==> src/rtl/i2c_bc_pkg.sv <==
package i2c_bc_pkg;
  localparam int CFG_EN_BIT   = 0;
  localparam int CFG_STOP_BIT = 1;
  localparam int CFG_CNT_LSB  = 16;
  localparam int CFG_CNT_MAXW = 8;
  localparam int INT_DONE_BIT = 11;

  typedef enum logic [2:0] {
    ST_IDLE,
    ST_LOW,
    ST_HIGH,
    ST_STP_A,
    ST_STP_B,
    ST_STP_C,
    ST_FIN
  } bc_state_e;
endpackage

==> src/rtl/bc_cfg_regs.sv <==
module bc_cfg_regs
  import i2c_bc_pkg::*;
#(
  parameter int CNT_W = 8,
  parameter int DIV_W = 8
) (
  input  logic             clk_i,
  input  logic             rst_ni,
  input  logic             cfg_we_i,
  input  logic [31:0]      cfg_wdata_i,
  input  logic             load_i,
  input  logic [DIV_W-1:0] div_i,
  input  logic             busy_i,
  output logic             start_o,
  output logic             stop_o,
  output logic [CNT_W-1:0] cnt_o,
  output logic [DIV_W-1:0] div_o
);
  localparam int CNT_HI = CFG_CNT_LSB + CNT_W;

  logic             stg_en_q, stg_stop_q;
  logic [CNT_W-1:0] stg_cnt_q;
  logic             act_stop_q, start_q;
  logic [CNT_W-1:0] act_cnt_q;
  logic [DIV_W-1:0] act_div_q;
  logic             accept;

  // bits of the word that carry no field
  logic unused_cfg_bits;
  if (CNT_HI < 32) begin : g_hi_unused
    assign unused_cfg_bits = ^{cfg_wdata_i[31:CNT_HI], cfg_wdata_i[CFG_CNT_LSB-1:2]};
  end else begin : g_hi_full
    assign unused_cfg_bits = ^cfg_wdata_i[CFG_CNT_LSB-1:2];
  end

  always_ff @(posedge clk_i or negedge rst_ni) begin
    if (!rst_ni) begin
      stg_en_q   <= 1'b0;
      stg_stop_q <= 1'b0;
      stg_cnt_q  <= '0;
    end else if (cfg_we_i) begin
      stg_en_q   <= cfg_wdata_i[CFG_EN_BIT];
      stg_stop_q <= cfg_wdata_i[CFG_STOP_BIT];
      stg_cnt_q  <= cfg_wdata_i[CFG_CNT_LSB +: CNT_W];
    end
  end

  // a load is taken only while the sequencer is idle
  assign accept = load_i && !busy_i && !start_q;

  always_ff @(posedge clk_i or negedge rst_ni) begin
    if (!rst_ni) begin
      act_stop_q <= 1'b0;
      act_cnt_q  <= '0;
      act_div_q  <= '0;
      start_q    <= 1'b0;
    end else begin
      start_q <= accept && stg_en_q;
      if (accept) begin
        act_stop_q <= stg_stop_q;
        act_cnt_q  <= stg_cnt_q;
        act_div_q  <= div_i;
      end
    end
  end

  assign start_o = start_q;
  assign stop_o  = act_stop_q;
  assign cnt_o   = act_cnt_q;
  assign div_o   = act_div_q;

  initial begin
    if (CNT_W > CFG_CNT_MAXW || CNT_W < 1) $error("CNT_W out of range");
  end

  AST_LOAD_IGNORED_BUSY: assert property (@(posedge clk_i) disable iff (!rst_ni)
    (load_i && (busy_i || start_q)) |=> ($stable(act_cnt_q) && $stable(act_div_q) && !start_q));
endmodule

==> src/rtl/bc_phase_timer.sv <==
module bc_phase_timer #(
  parameter int DIV_W = 8
) (
  input  logic             clk_i,
  input  logic             rst_ni,
  input  logic             run_i,
  input  logic [DIV_W-1:0] div_i,
  output logic             end_o
);
  logic [DIV_W-1:0] cnt_q;

  assign end_o = run_i && (cnt_q == div_i);

  always_ff @(posedge clk_i or negedge rst_ni) begin
    if (!rst_ni)               cnt_q <= '0;
    else if (!run_i || end_o)  cnt_q <= '0;
    else                       cnt_q <= cnt_q + 1'b1;
  end

  AST_PHASE_BOUND: assert property (@(posedge clk_i) disable iff (!rst_ni)
    run_i |-> (cnt_q <= div_i));
endmodule

==> src/rtl/bc_seq_fsm.sv <==
module bc_seq_fsm
  import i2c_bc_pkg::*;
#(
  parameter int CNT_W = 8
) (
  input  logic             clk_i,
  input  logic             rst_ni,
  input  logic             start_i,
  input  logic             stop_i,
  input  logic [CNT_W-1:0] cnt_i,
  input  logic             ph_end_i,
  input  logic             sda_i,
  output logic             run_o,
  output logic             busy_o,
  output logic             scl_oe_o,
  output logic             sda_oe_o,
  output logic             done_o
);
  bc_state_e        state_q, state_d;
  logic [CNT_W-1:0] pulse_q, pulse_d;
  logic [CNT_W:0]   pulse_nxt;
  bc_state_e        tail_st;

  assign pulse_nxt = {1'b0, pulse_q} + (CNT_W+1)'(1);
  assign tail_st   = stop_i ? ST_STP_A : ST_FIN;

  always_comb begin
    state_d = state_q;
    pulse_d = pulse_q;
    unique case (state_q)
      ST_IDLE: if (start_i) begin
        pulse_d = '0;
        state_d = (cnt_i == '0) ? tail_st : ST_LOW;
      end
      ST_LOW:  if (ph_end_i) state_d = ST_HIGH;
      ST_HIGH: if (ph_end_i) begin
        pulse_d = pulse_nxt[CNT_W-1:0];
        // slave released SDA, or count used up
        if (sda_i || pulse_nxt == {1'b0, cnt_i}) state_d = tail_st;
        else                                     state_d = ST_LOW;
      end
      ST_STP_A: if (ph_end_i) state_d = ST_STP_B;
      ST_STP_B: if (ph_end_i) state_d = ST_STP_C;
      ST_STP_C: if (ph_end_i) state_d = ST_FIN;
      ST_FIN:   state_d = ST_IDLE;
      default:  state_d = ST_IDLE;
    endcase
  end

  always_ff @(posedge clk_i or negedge rst_ni) begin
    if (!rst_ni) begin
      state_q <= ST_IDLE;
      pulse_q <= '0;
    end else begin
      state_q <= state_d;
      pulse_q <= pulse_d;
    end
  end

  assign run_o    = (state_q != ST_IDLE) && (state_q != ST_FIN);
  assign busy_o   = (state_q != ST_IDLE);
  assign scl_oe_o = (state_q == ST_LOW) || (state_q == ST_STP_A);
  assign sda_oe_o = (state_q == ST_STP_A) || (state_q == ST_STP_B);
  assign done_o   = (state_q == ST_FIN);

  AST_PULSE_CAP: assert property (@(posedge clk_i) disable iff (!rst_ni)
    (state_q != ST_IDLE) |-> (pulse_q <= cnt_i));
  AST_START_WHEN_IDLE: assert property (@(posedge clk_i) disable iff (!rst_ni)
    start_i |-> (state_q == ST_IDLE));
  AST_STOP_EDGE: assert property (@(posedge clk_i) disable iff (!rst_ni)
    $fell(sda_oe_o) |-> (!scl_oe_o && stop_i));
  AST_SINGLE_DONE: assert property (@(posedge clk_i) disable iff (!rst_ni)
    done_o |=> !done_o);
endmodule

==> src/rtl/i2c_bus_clear.sv <==
module i2c_bus_clear
  import i2c_bc_pkg::*;
#(
  parameter int CNT_W = 8,
  parameter int DIV_W = 8
) (
  input  logic             clk_i,
  input  logic             rst_ni,
  input  logic             cfg_we_i,
  input  logic [31:0]      cfg_wdata_i,
  input  logic             cfg_load_i,
  input  logic [DIV_W-1:0] div_i,
  input  logic             int_we_i,
  input  logic [31:0]      int_wdata_i,
  output logic [31:0]      int_status_o,
  output logic [31:0]      bc_status_o,
  input  logic             sda_i,
  output logic             scl_oe_o,
  output logic             sda_oe_o
);
  logic             start, stop, busy, run, ph_end, done;
  logic [CNT_W-1:0] cnt;
  logic [DIV_W-1:0] div_act;
  logic             done_flag_q, sda_free_q, clr_req;

  logic unused_int_bits;
  assign unused_int_bits = ^{int_wdata_i[31:INT_DONE_BIT+1], int_wdata_i[INT_DONE_BIT-1:0]};

  bc_cfg_regs #(.CNT_W(CNT_W), .DIV_W(DIV_W)) u_cfg (
    .clk_i, .rst_ni,
    .cfg_we_i, .cfg_wdata_i,
    .load_i  (cfg_load_i),
    .div_i,
    .busy_i  (busy),
    .start_o (start),
    .stop_o  (stop),
    .cnt_o   (cnt),
    .div_o   (div_act)
  );

  bc_phase_timer #(.DIV_W(DIV_W)) u_timer (
    .clk_i, .rst_ni,
    .run_i (run),
    .div_i (div_act),
    .end_o (ph_end)
  );

  bc_seq_fsm #(.CNT_W(CNT_W)) u_fsm (
    .clk_i, .rst_ni,
    .start_i  (start),
    .stop_i   (stop),
    .cnt_i    (cnt),
    .ph_end_i (ph_end),
    .sda_i,
    .run_o    (run),
    .busy_o   (busy),
    .scl_oe_o,
    .sda_oe_o,
    .done_o   (done)
  );

  assign clr_req = int_we_i && int_wdata_i[INT_DONE_BIT];

  // set takes priority over a same-cycle clear
  always_ff @(posedge clk_i or negedge rst_ni) begin
    if (!rst_ni) begin
      done_flag_q <= 1'b0;
      sda_free_q  <= 1'b0;
    end else begin
      if (done)         done_flag_q <= 1'b1;
      else if (clr_req) done_flag_q <= 1'b0;
      if (done)         sda_free_q  <= sda_i;
    end
  end

  always_comb begin
    int_status_o               = '0;
    int_status_o[INT_DONE_BIT] = done_flag_q;
    bc_status_o                = '0;
    bc_status_o[0]             = sda_free_q;
  end

  AST_DONE_SETS_FLAG: assert property (@(posedge clk_i) disable iff (!rst_ni)
    done |=> int_status_o[INT_DONE_BIT]);
  AST_CLEAR_WORKS: assert property (@(posedge clk_i) disable iff (!rst_ni)
    (!done && clr_req) |=> !int_status_o[INT_DONE_BIT]);
  AST_STATUS_HOLD: assert property (@(posedge clk_i) disable iff (!rst_ni)
    !done |=> $stable(bc_status_o));
  AST_NO_SDA_WHILE_PULSING: assert property (@(posedge clk_i) disable iff (!rst_ni)
    (run && !stop) |-> !sda_oe_o);
endmodule

==> config.mk <==
export PLATFORM = sky130hd
export DESIGN_NAME = i2c_bus_clear
export DESIGN_NICKNAME = d
export VERILOG_FILES = /design/src/rtl/i2c_bc_pkg.sv /design/src/rtl/bc_cfg_regs.sv /design/src/rtl/bc_phase_timer.sv /design/src/rtl/bc_seq_fsm.sv /design/src/rtl/i2c_bus_clear.sv
export SDC_FILE = /design/constraint.sdc
export NUM_CORES = 1
export LEC_CHECK = 0
export BUFFER_PORTS_ARGS = -buffer_cell sky130_fd_sc_hd__buf_2
export CORE_AREA = 3 3 84 86
export CTS_CLUSTER_SIZE = 12
export DETAILED_ROUTE_END_ITERATION = 12
export DIE_AREA = 0 0 87 89
export PLACE_DENSITY = 0.8
export SETUP_SLACK_MARGIN = 0.1
export SLEW_MARGIN = 0
export SYNTH_ARGS = -nofsm -noshare
export SYNTH_HDL_FRONTEND = slang
export SYNTH_SLANG_ARGS = --single-unit
==> constraint.sdc <==
create_clock -name clk_i -period 2.45 [get_ports clk_i]
set_input_delay 0.1225 -clock clk_i [delete_from_list [all_inputs] [get_ports clk_i]]
set_output_delay 0.1225 -clock clk_i [all_outputs]
set_load 0.1 [all_outputs]
---- Yosys cells after proc, flatten, opt, wreduce, memory -nomap -nowiden ----
Index checks and enable logic that the tools add are counted.
storage, ports and cells
  flip-flop bits (word level) ............. 49
  output and inout bits ................... 66
operators by class
  add/subtract/negate cells ............... 2
  eq/ne operators ......................... 15
  mux-type cells .......................... 16
  reduce and logical (&&, ||, !) cells .... 20
operators by type and width
  operator             count
  $mux 3               9
  $mux 8               3
  $pmux 3 s6           1
  $pmux 8 s2           1
  $ne 2x2->1 const B   6
  $add 8x1->9 const B  1
  $eq 3x3->1 const B   3
  $eq 9x8->1           1
  $add 8x1->8 const B  1
  $eq 8x8->1           1
  $logic_not 8->1      1
  $eq 3x2->1 const B   2
  $logic_and 1x1->1    6
  $reduce_and 6->1     1
  $logic_or 1x1->1     4
  $reduce_bool 2->1    2
  $eq 3x1->1 const B   1
  $logic_not 1->1      3
  $logic_not 3->1      1
  $ne 3x3->1 const B   1
  $reduce_and 3->1     1
  $reduce_bool 3->1    1
  $mux 1               2

---- Depth between registers and ports, before layout ----
Gate-level depths: netlist of run 1.
  word-level depth ........................ 6
  mapped depth ............................ 7

---- Cells and area by module ----
From an unflattened synthesis of run 1, not the netlist that was laid out.
unflattened totals
  cell total of the unflattened synthesis .. 289
  area total of the unflattened synthesis .. 3,111.7 µm²
modules (own cells, without submodules)
  module          instances  cells an instance  area each (µm²)
  bc_cfg_regs     1          60                 1,094.8
  bc_seq_fsm      1          113                954.7
  i2c_bus_clear   1          70                 561.8
  bc_phase_timer  1          46                 500.5

---- Worst setup path after synthesis of run 1 ----
No wires, ideal clock.
  kind .................................... register to output
  start point ............................. register u_fsm.state_q[0]
  end point ............................... output port sda_oe_o
  arrival time ............................ 2.894 ns
  required time ........................... 2.328 ns
  slack ................................... -0.567 ns
  cell stages (with the launch flop) ...... 5
  buffers on the path ..................... 1
  cell sequence ........................... dfrtp_1 -> clkbuf_1 -> inv_1 -> nor2_1 -> a22o_1
on the way
  longest elaborated chain between the ends .. 2
  elaborated cells on any way between the ends .. 3
ends and longest elaborated chain
  element                                          line                 source
  from (decl)                                      bc_seq_fsm.sv:19     bc_state_e state_q, state_d;
  from (signal assigned)                           bc_seq_fsm.sv:55     state_q <= state_d;
  $eq 3x2->1 / $eq 3x3->1 (equally long branches)  bc_seq_fsm.sv:63     assign sda_oe_o = (state_q == ST_STP_A) || (state_q == ST_STP_B);
  $logic_or 1x1->1 *                               bc_seq_fsm.sv:63
  to (decl)                                        i2c_bus_clear.sv:19  output logic sda_oe_o
Every way passes the cells marked *; elsewhere a longest branch is shown, timed or not.

---- Worst setup path after layout of run 1 ----
  start point ............................. register u_timer.cnt_q[2]
  end point ............................... register u_fsm.state_q[0]
on the way
  longest elaborated chain between the ends .. 4
  elaborated cells on any way between the ends .. 8
ends and longest elaborated chain
  element                              line                  source
  from (decl)                          bc_phase_timer.sv:10  logic [DIV_W-1:0] cnt_q;
  from (signal assigned)               bc_phase_timer.sv:17  else cnt_q <= cnt_q + 1'b1;
  $eq 8x8->1 *                         bc_phase_timer.sv:12  assign end_o = run_i && (cnt_q == div_i);
  $logic_and 1x1->1 *                  bc_phase_timer.sv:12
  $ne 2x2->1 (no source line)          n/a
  $reduce_and 6->1 (no source line) *  n/a
Marked as above.
A chain may end at the register's enable or synchronous reset.

==> impl_metrics.json, run 1 <==
{
  "worst-r2r-setup-slack_ps": 240,
  "cts_made_buffers": 5,
  "worst-endpoint-arrival_ps": 2460,
  "io-pin-count": 144,
  "switchingPower_uw": 1400,
  "start_util_pct": 47.3,
  "final_min_period_over_clock_period_pct": 90.4,
  "layout_commonest_cell": "conb_1",
  "timing.reg2reg.worst_path_depth": 6,
  "avgViaCountPerCell": 5.03,
  "yosysWarningCount": 0,
  "synth_sequential_area_ratio_pct": 40.8,
  "setup.worst_path.end_class": "register",
  "root_buffer": "clkbuf_8",
  "worst-slew-pin-transition_ps": 640,
  "number_of_antenna_violations_at_the_first_check_in_global_routing": 0,
  "power.density_cell_area_nw_per_um2": 1020,
  "nFillCells": 542,
  "finalWirelength_um": 5180,
  "first_iter_violations": 170,
  "ir_worst_vdd_uv": 588,
  "worst_clock_skew_ps": 7.74,
  "first_pass_grt_wire_length_um": 8870,
  "timing.slew.headroom_pct": 57.1,
  "critical_path.reg2reg.endpoint": "u_fsm.state_q[0]$_DFFE_PN0P_",
  "clk_pin_slew_worst_paths_ps": 80,
  "finalNetCount": 417,
  "setup_viol_count_final": 0,
  "run_status": "completed",
  "fp.dieArea_sq_um": 7740,
  "rsz_0062_raised_after_global_routing": "no",
  "globalRouteOverflowTotal": 0,
  "hold_depth": 3,
  "placed_cell_area_sq_um": 3010,
  "gp_congestion": 0.864,
  "period_needed_ps": 2210,
  "holdPathEnd": "u_cfg.stg_en_q$_DFFE_PN0P_",
  "netlist_area_sq_um": 3010,
  "power.share.switching_pct": 43.7,
  "wire_per_inst_um": 12.5,
  "clock_tree_from_tritoncts": "done",
  "drt.antenna.violating_nets": 0,
  "sequentialPowerShare_pct": 40.4,
  "fin_tns_setup_ps": 0,
  "placeableCoreArea_sq_um": 6350,
  "cts_htree_levels": 2,
  "clock-sinks": 49,
  "max_cap_viol_count": 0,
  "holdCritPathClass": "in2reg",
  "power_frac_clock_pct": 18.4,
  "crit_required_ps": 2700,
  "detail_route.drc_violations": 0,
  "vias": 2088,
  "pin_count_of_the_biggest_net_entering_global_routing": 36,
  "slew_viol_final": 0,
  "synth_cell_type_count": 43,
  "clock_tree.buffer_depth": 2,
  "synth_seq_cells": 49,
  "power.leakage_uw": 0.00147,
  "std_cell_rows": 29,
  "p_int_uw": 1810,
  "syn_avg_cell_area_sq_um": 9.79,
  "min_from": "cfg_wdata_i[0]",
  "cts_repair_resize_count": 0,
  "first_global_vias": 1991,
  "layout-area-overhead-vs-synth_pct": 4.45,
  "fmax_mhz": 452,
  "r2r_start": "u_timer.cnt_q[2]$_DFF_PN0_",
  "timing_hold_violations_final": 0,
  "grtUsageTotal_pct": 14.4,
  "place.detailed.hpwl_um": 4020,
  "drt_first_pass_iters": 4,
  "clk_latency_ps": 300,
  "layout.area.seq_sq_um": 1230,
  "critical_path_class": "reg2reg",
  "antenna_cells": 0,
  "io_buffer_count": 28,
  "combPwrFrac_pct": 41.2,
  "floorplan.die.height_um": 89,
  "critical_path_peak_fanout": 15,
  "post_synth_inst_count": 307,
  "layout-drive-gt1-share_pct": 22.5,
  "critical_path.startpoint_type": "register",
  "layout_common_cells": "62 x conb_1, 49 x dfrtp_1, 28 x buf_2",
  "dieWidth_um": 87,
  "final_design_area_excluding_fillers_sq_um": 3140,
  "multiInputGateArea_sq_um": 1460
}
## per-layer routing
metal  track usage (%)  part of all wire (%)
met1              16.8                    42
met2              25.9                    50
met3              2.67                   6.8
met4              5.81                   2.0
met5                 0                     0
## repair_timing
action,CTS,global route
setup buffers,0,0
hold buffers,1,0
endpoints found under the setup margin,0,0
hold endpoints to repair,14,0
## power by group through the flow
stage,Combinational [uW],Sequential [uW],Clock (uW)
after floorplan,1210,1250,0
after global placement,1290,1300,0
after detailed placement,1320,1310,0
after CTS,1330,1300,608
after global routing,1430,1340,640
final,1320,1300,592
## worst max-delay path: stages, from the launching register on
cell and delay [ps]:
dfrtp_1 440, xor2_1 190, nor4_2 460, nand2_2 290, or4_1 480, a21oi_1 170
a311o_2 130
## area by class of cell
type / count / share of cell area (%)
multi-input combinational: 238 / 46.6
sequential: 49 / 39.0
timing repair buffer: 35 / 6.61
tap: 77 / 3.07
clock buffer: 7 / 2.75
clock inverter: 1 / 0.956
inverter: 8 / 0.956
## sequential cells by signal, summed over array words and instances (netlist names)
register	count
u_cfg.div_o	8
u_cfg.start_o	1
u_cfg.stg_en_q	1
u_timer.cnt_q	8
u_cfg.stg_stop_q	1
u_cfg.cnt_o	8
done_flag_q	1
sda_free_q	1
u_cfg.stg_cnt_q	8
u_cfg.stop_o	1
u_fsm.state_q	3
u_fsm.pulse_q	8
## metrics by stage
step	hold WS (ps)	worst slack [ps]	total power, uW	instances	util, %
3_3_place_gp	42.4	302	2580	406	47.5
5_1_grt	36.1	104	3410	415	49.5
2_1_floorplan	-173	222	2460	368	-
3_5_place_dp	46.2	243	2640	406	47.5
6_report	31.6	235	3210	415	49.5
4_1_cts	29.0	238	3230	415	49.5
## cell usage after synthesis, drive strengths merged
cell	n	area share, %
buf	68	17
dfrtp	49	41
mux2	27	10
nor2	24	3.0
xor2	18	5.2
nand2	15	2.0
o21ai	15	2.5
a21oi	10	1.7
nand3	10	1.7
nor3	8	1.3
inv	7	0.87
xnor2	6	1.7
clkbuf	5	0.62
mux2i	4	1.3
nand4	4	0.83
and3	3	0.62
nor4	3	1.0
or4	3	0.75
a22o	2	0.58
a31oi	2	0.42
and2	2	0.42
ha	2	0.83
nand3b	2	0.50
nor2b	2	0.42
o32a	2	0.67
a21o	1	0.25
a22oi	1	0.25
a311o	1	0.37
a31o	1	0.29
a41oi	1	0.29
clkinv	1	0.12
conb	1	0.12
nand2b	1	0.21
o211ai	1	0.25
o221ai	1	0.29
o22a	1	0.29
o41ai	1	0.29
or2	1	0.21
or3	1	0.21
## cell families after synthesis
| family | share of synthesized area [%] |
|---|---|
| xor gates and xnor gates | 6.99 |
| buffers and inverters | 18.3 |
| other | 0.125 |
| DFF | 40.8 |
| adders and majority gates | 0.832 |
| and+or+nand+nor | 13.2 |
| muxes | 11.4 |
| AOI/OAI and AO/OA | 8.41 |
## how the worst max path moves through the flow
stage	slack, ps	startpoint	cells past startpoint	to
after global placement	300	u_timer.cnt_q[2]$_DFF_PN0_	6	u_fsm.state_q[0]$_DFFE_PN0P_
after CTS	240	u_timer.cnt_q[2]$_DFF_PN0_	6	u_fsm.state_q[0]$_DFFE_PN0P_
after detailed placement	240	u_timer.cnt_q[2]$_DFF_PN0_	6	u_fsm.state_q[0]$_DFFE_PN0P_
after floorplan	220	u_fsm.state_q[0]$_DFFE_PN0P_	4	sda_oe_o
after global routing	100	u_timer.cnt_q[3]$_DFF_PN0_	6	u_fsm.state_q[0]$_DFFE_PN0P_
final	240	u_timer.cnt_q[2]$_DFF_PN0_	6	u_fsm.state_q[0]$_DFFE_PN0P_
(Power assumes the default switching activity.)
==> run 2, diff against run 1 <==
Settings changed: REMOVE_ABC_BUFFERS from default to 1.
==> run 2 against run 1 <==
  * Via count rose by 0.72%
  * Routed wire length rose by 7.9%
  * Cell area fell by 0.12%
  * First-iteration DRC count rose by 5.9%
  * Setup slack improved by 72 ps
  * Highest routed layer unchanged
  * Sequential share of layout area barely moved
==> impl_metrics.json, run 2 (synthesized netlist as in run 1, its figures left out) <==
{
  "postCtsSetupBuffers": 0,
  "nFillCells": 571,
  "post_layout_nonfiller_instances": 415,
  "power.density_cell_area_nw_per_um2": 1030,
  "start_util_pct": 47.3,
  "timing.slew.headroom_pct": 57.6,
  "avgViaCountPerCell": 5.07,
  "fin_tns_setup_ps": 0,
  "place.detailed.instances": 406,
  "final_min_period_over_clock_period_pct": 87.5,
  "worst-endpoint-arrival_ps": 2400,
  "worst-r2r-setup-slack_ps": 310,
  "vias": 2103,
  "grtUsageTotal_pct": 15.1,
  "critical_path_peak_fanout": 15,
  "fp.dieArea_sq_um": 7740,
  "floorplan.die.height_um": 89,
  "grt_use_met2_pct": 26.1,
  "finalNetCount": 417,
  "gr-usage-met1_pct": 18.4,
  "drt.antenna.violating_nets": 0,
  "layout-area-overhead-vs-synth_pct": 4.33,
  "detail_route.drc_violations": 0,
  "power.share.switching_pct": 44.7,
  "fmax_mhz": 467,
  "worstSetupEndpoint": "u_fsm.state_q[0]$_DFFE_PN0P_",
  "wire_per_inst_um": 13.5,
  "holdCritPathClass": "in2reg",
  "cts_htree_levels": 2,
  "clk_latency_ps": 310,
  "io-pin-count": 144,
  "worst-slew-pin-transition_ps": 632,
  "number_of_antenna_violations_at_the_first_check_in_global_routing": 0,
  "power.leakage_uw": 0.00146,
  "setup.worst_path.end_class": "register",
  "globalRoute.busiestLayer": "met2",
  "grt_util_met3_pct": 2.58,
  "crit_path_from": "u_timer.cnt_q[3]$_DFF_PN0_",
  "total_power_uw": 3230,
  "preCtsSetupSlack_ps": 281,
  "min_from": "div_i[7]",
  "placeableCoreArea_sq_um": 6350,
  "clk_pin_slew_worst_paths_ps": 90,
  "pin_count_of_the_biggest_net_entering_global_routing": 38,
  "std_cell_rows": 29,
  "setup_viol_count_final": 0,
  "critical_path_class": "reg2reg",
  "setup_ws_ps": 307,
  "root_buffer": "clkbuf_8",
  "antenna_cells": 0,
  "critical_path.reg2reg.endpoint": "u_fsm.state_q[0]$_DFFE_PN0P_",
  "dieWidth_um": 87,
  "rsz_0062_raised_after_global_routing": "no",
  "layout-drive-gt1-share_pct": 22.2,
  "layout_common_cells": "62 x conb_1, 49 x dfrtp_1, 28 x buf_2",
  "layout_commonest_cell": "conb_1",
  "finalWirelength_um": 5580,
  "place.detailed.hpwl_um": 4150,
  "postLayoutCoreUtil_pct": 49.4,
  "first_global_vias": 2035,
  "timing.reg2reg.worst_path_depth": 6,
  "power_frac_clock_pct": 17.9,
  "p_int_uw": 1780,
  "timing_hold_violations_final": 0,
  "slew_viol_final": 0,
  "crit_required_ps": 2700,
  "critical_path.startpoint_type": "register",
  "clock-sinks": 49,
  "period_needed_ps": 2140,
  "sequentialPowerShare_pct": 40.4,
  "first_pass_grt_wire_length_um": 9250,
  "run_status": "completed",
  "drt_first_pass_iters": 4,
  "clock_tree_from_tritoncts": "done",
  "worst_clock_skew_ps": 7.40,
  "max_cap_viol_count": 0,
  "combPwrFrac_pct": 41.7,
  "switchingPower_uw": 1440,
  "first_iter_violations": 180,
  "ir_worst_vdd_uv": 628,
  "clock_tree.buffer_depth": 2,
  "cts_made_buffers": 5,
  "r2r_start": "u_timer.cnt_q[3]$_DFF_PN0_",
  "globalRouteOverflowTotal": 0,
  "io_buffer_count": 28,
  "gp_congestion": 0.947
}
==> run 2: cell count changes in the layout (fill, tap and decap cells not counted), sizes merged <==
cell and change:
clkbuf -1, clkinv +1
==> run 2: timing repair <==
action | 4_1_cts | 5_1_grt
hold buffers | 1 | 0
gates resized for setup | 0 | 1
endpoints found under the setup margin | 0 | 1
hold endpoints to repair | 12 | 0
==> run 2: metal layers <==
metal / vias up / wire, um
met5: - / 0
met4: 0 / 80
met3: 9 / 445
met2: 107 / 2870
met1: 1001 / 2190
li1: 986 / -
==> run 2: how the worst min path moves through the flow <==
| stage | to | slack [ps] | cells past startpoint |
|---|---|---|---|
| floorplan | done_flag_q$_DFFE_PN0P_ | -170 | 0 |
| global placement | u_fsm.state_q[0]$_DFFE_PN0P_ | 20 | 1 |
| detailed placement | u_fsm.state_q[0]$_DFFE_PN0P_ | 30 | 1 |
| CTS | u_cfg.div_o[2]$_DFFE_PN0P_ | 30 | 2 |
| global route | u_cfg.div_o[3]$_DFFE_PN0P_ | 30 | 2 |
| finish | u_cfg.div_o[7]$_DFFE_PN0P_ | 40 | 2 |
==> run 2: cell type report <==
class | count | area (sq um) | area share (%)
multi-input combinational | 238 | 1470 | 46.7
inverter | 8 | 30.0 | 0.957
sequential | 49 | 1230 | 39.1
timing repair buffer | 35 | 208 | 6.62
clock buffer | 6 | 72.6 | 2.31
tap | 77 | 96.3 | 3.07
clock inverter | 2 | 38.8 | 1.24
==> run 2: per-stage QoR <==
step	instance area, sq um	hold WS (ps)
floorplan	2720	-173
global placement	3010	18.6
detailed placement	3010	26.9
CTS	3130	30.5
global route	3140	28.1
finish	3140	42.3
==> run 2: critical path: stages, from the launching register on <==
cell	delay, ps
dfrtp_1	440
xor2_1	190
nor4_2	440
nand2_2	280
or4_1	460
a21oi_1	160
a311o_2	120
==> run 2: power groups by stage <==
stage / clock network [uW] / registers [uW] / logic (uW)
final: 578 / 1310 / 1340
after CTS: 595 / 1300 / 1340
after detailed placement: 0 / 1310 / 1340
after global placement: 0 / 1300 / 1290
after global routing: 633 / 1340 / 1460
after floorplan: 0 / 1270 / 1100
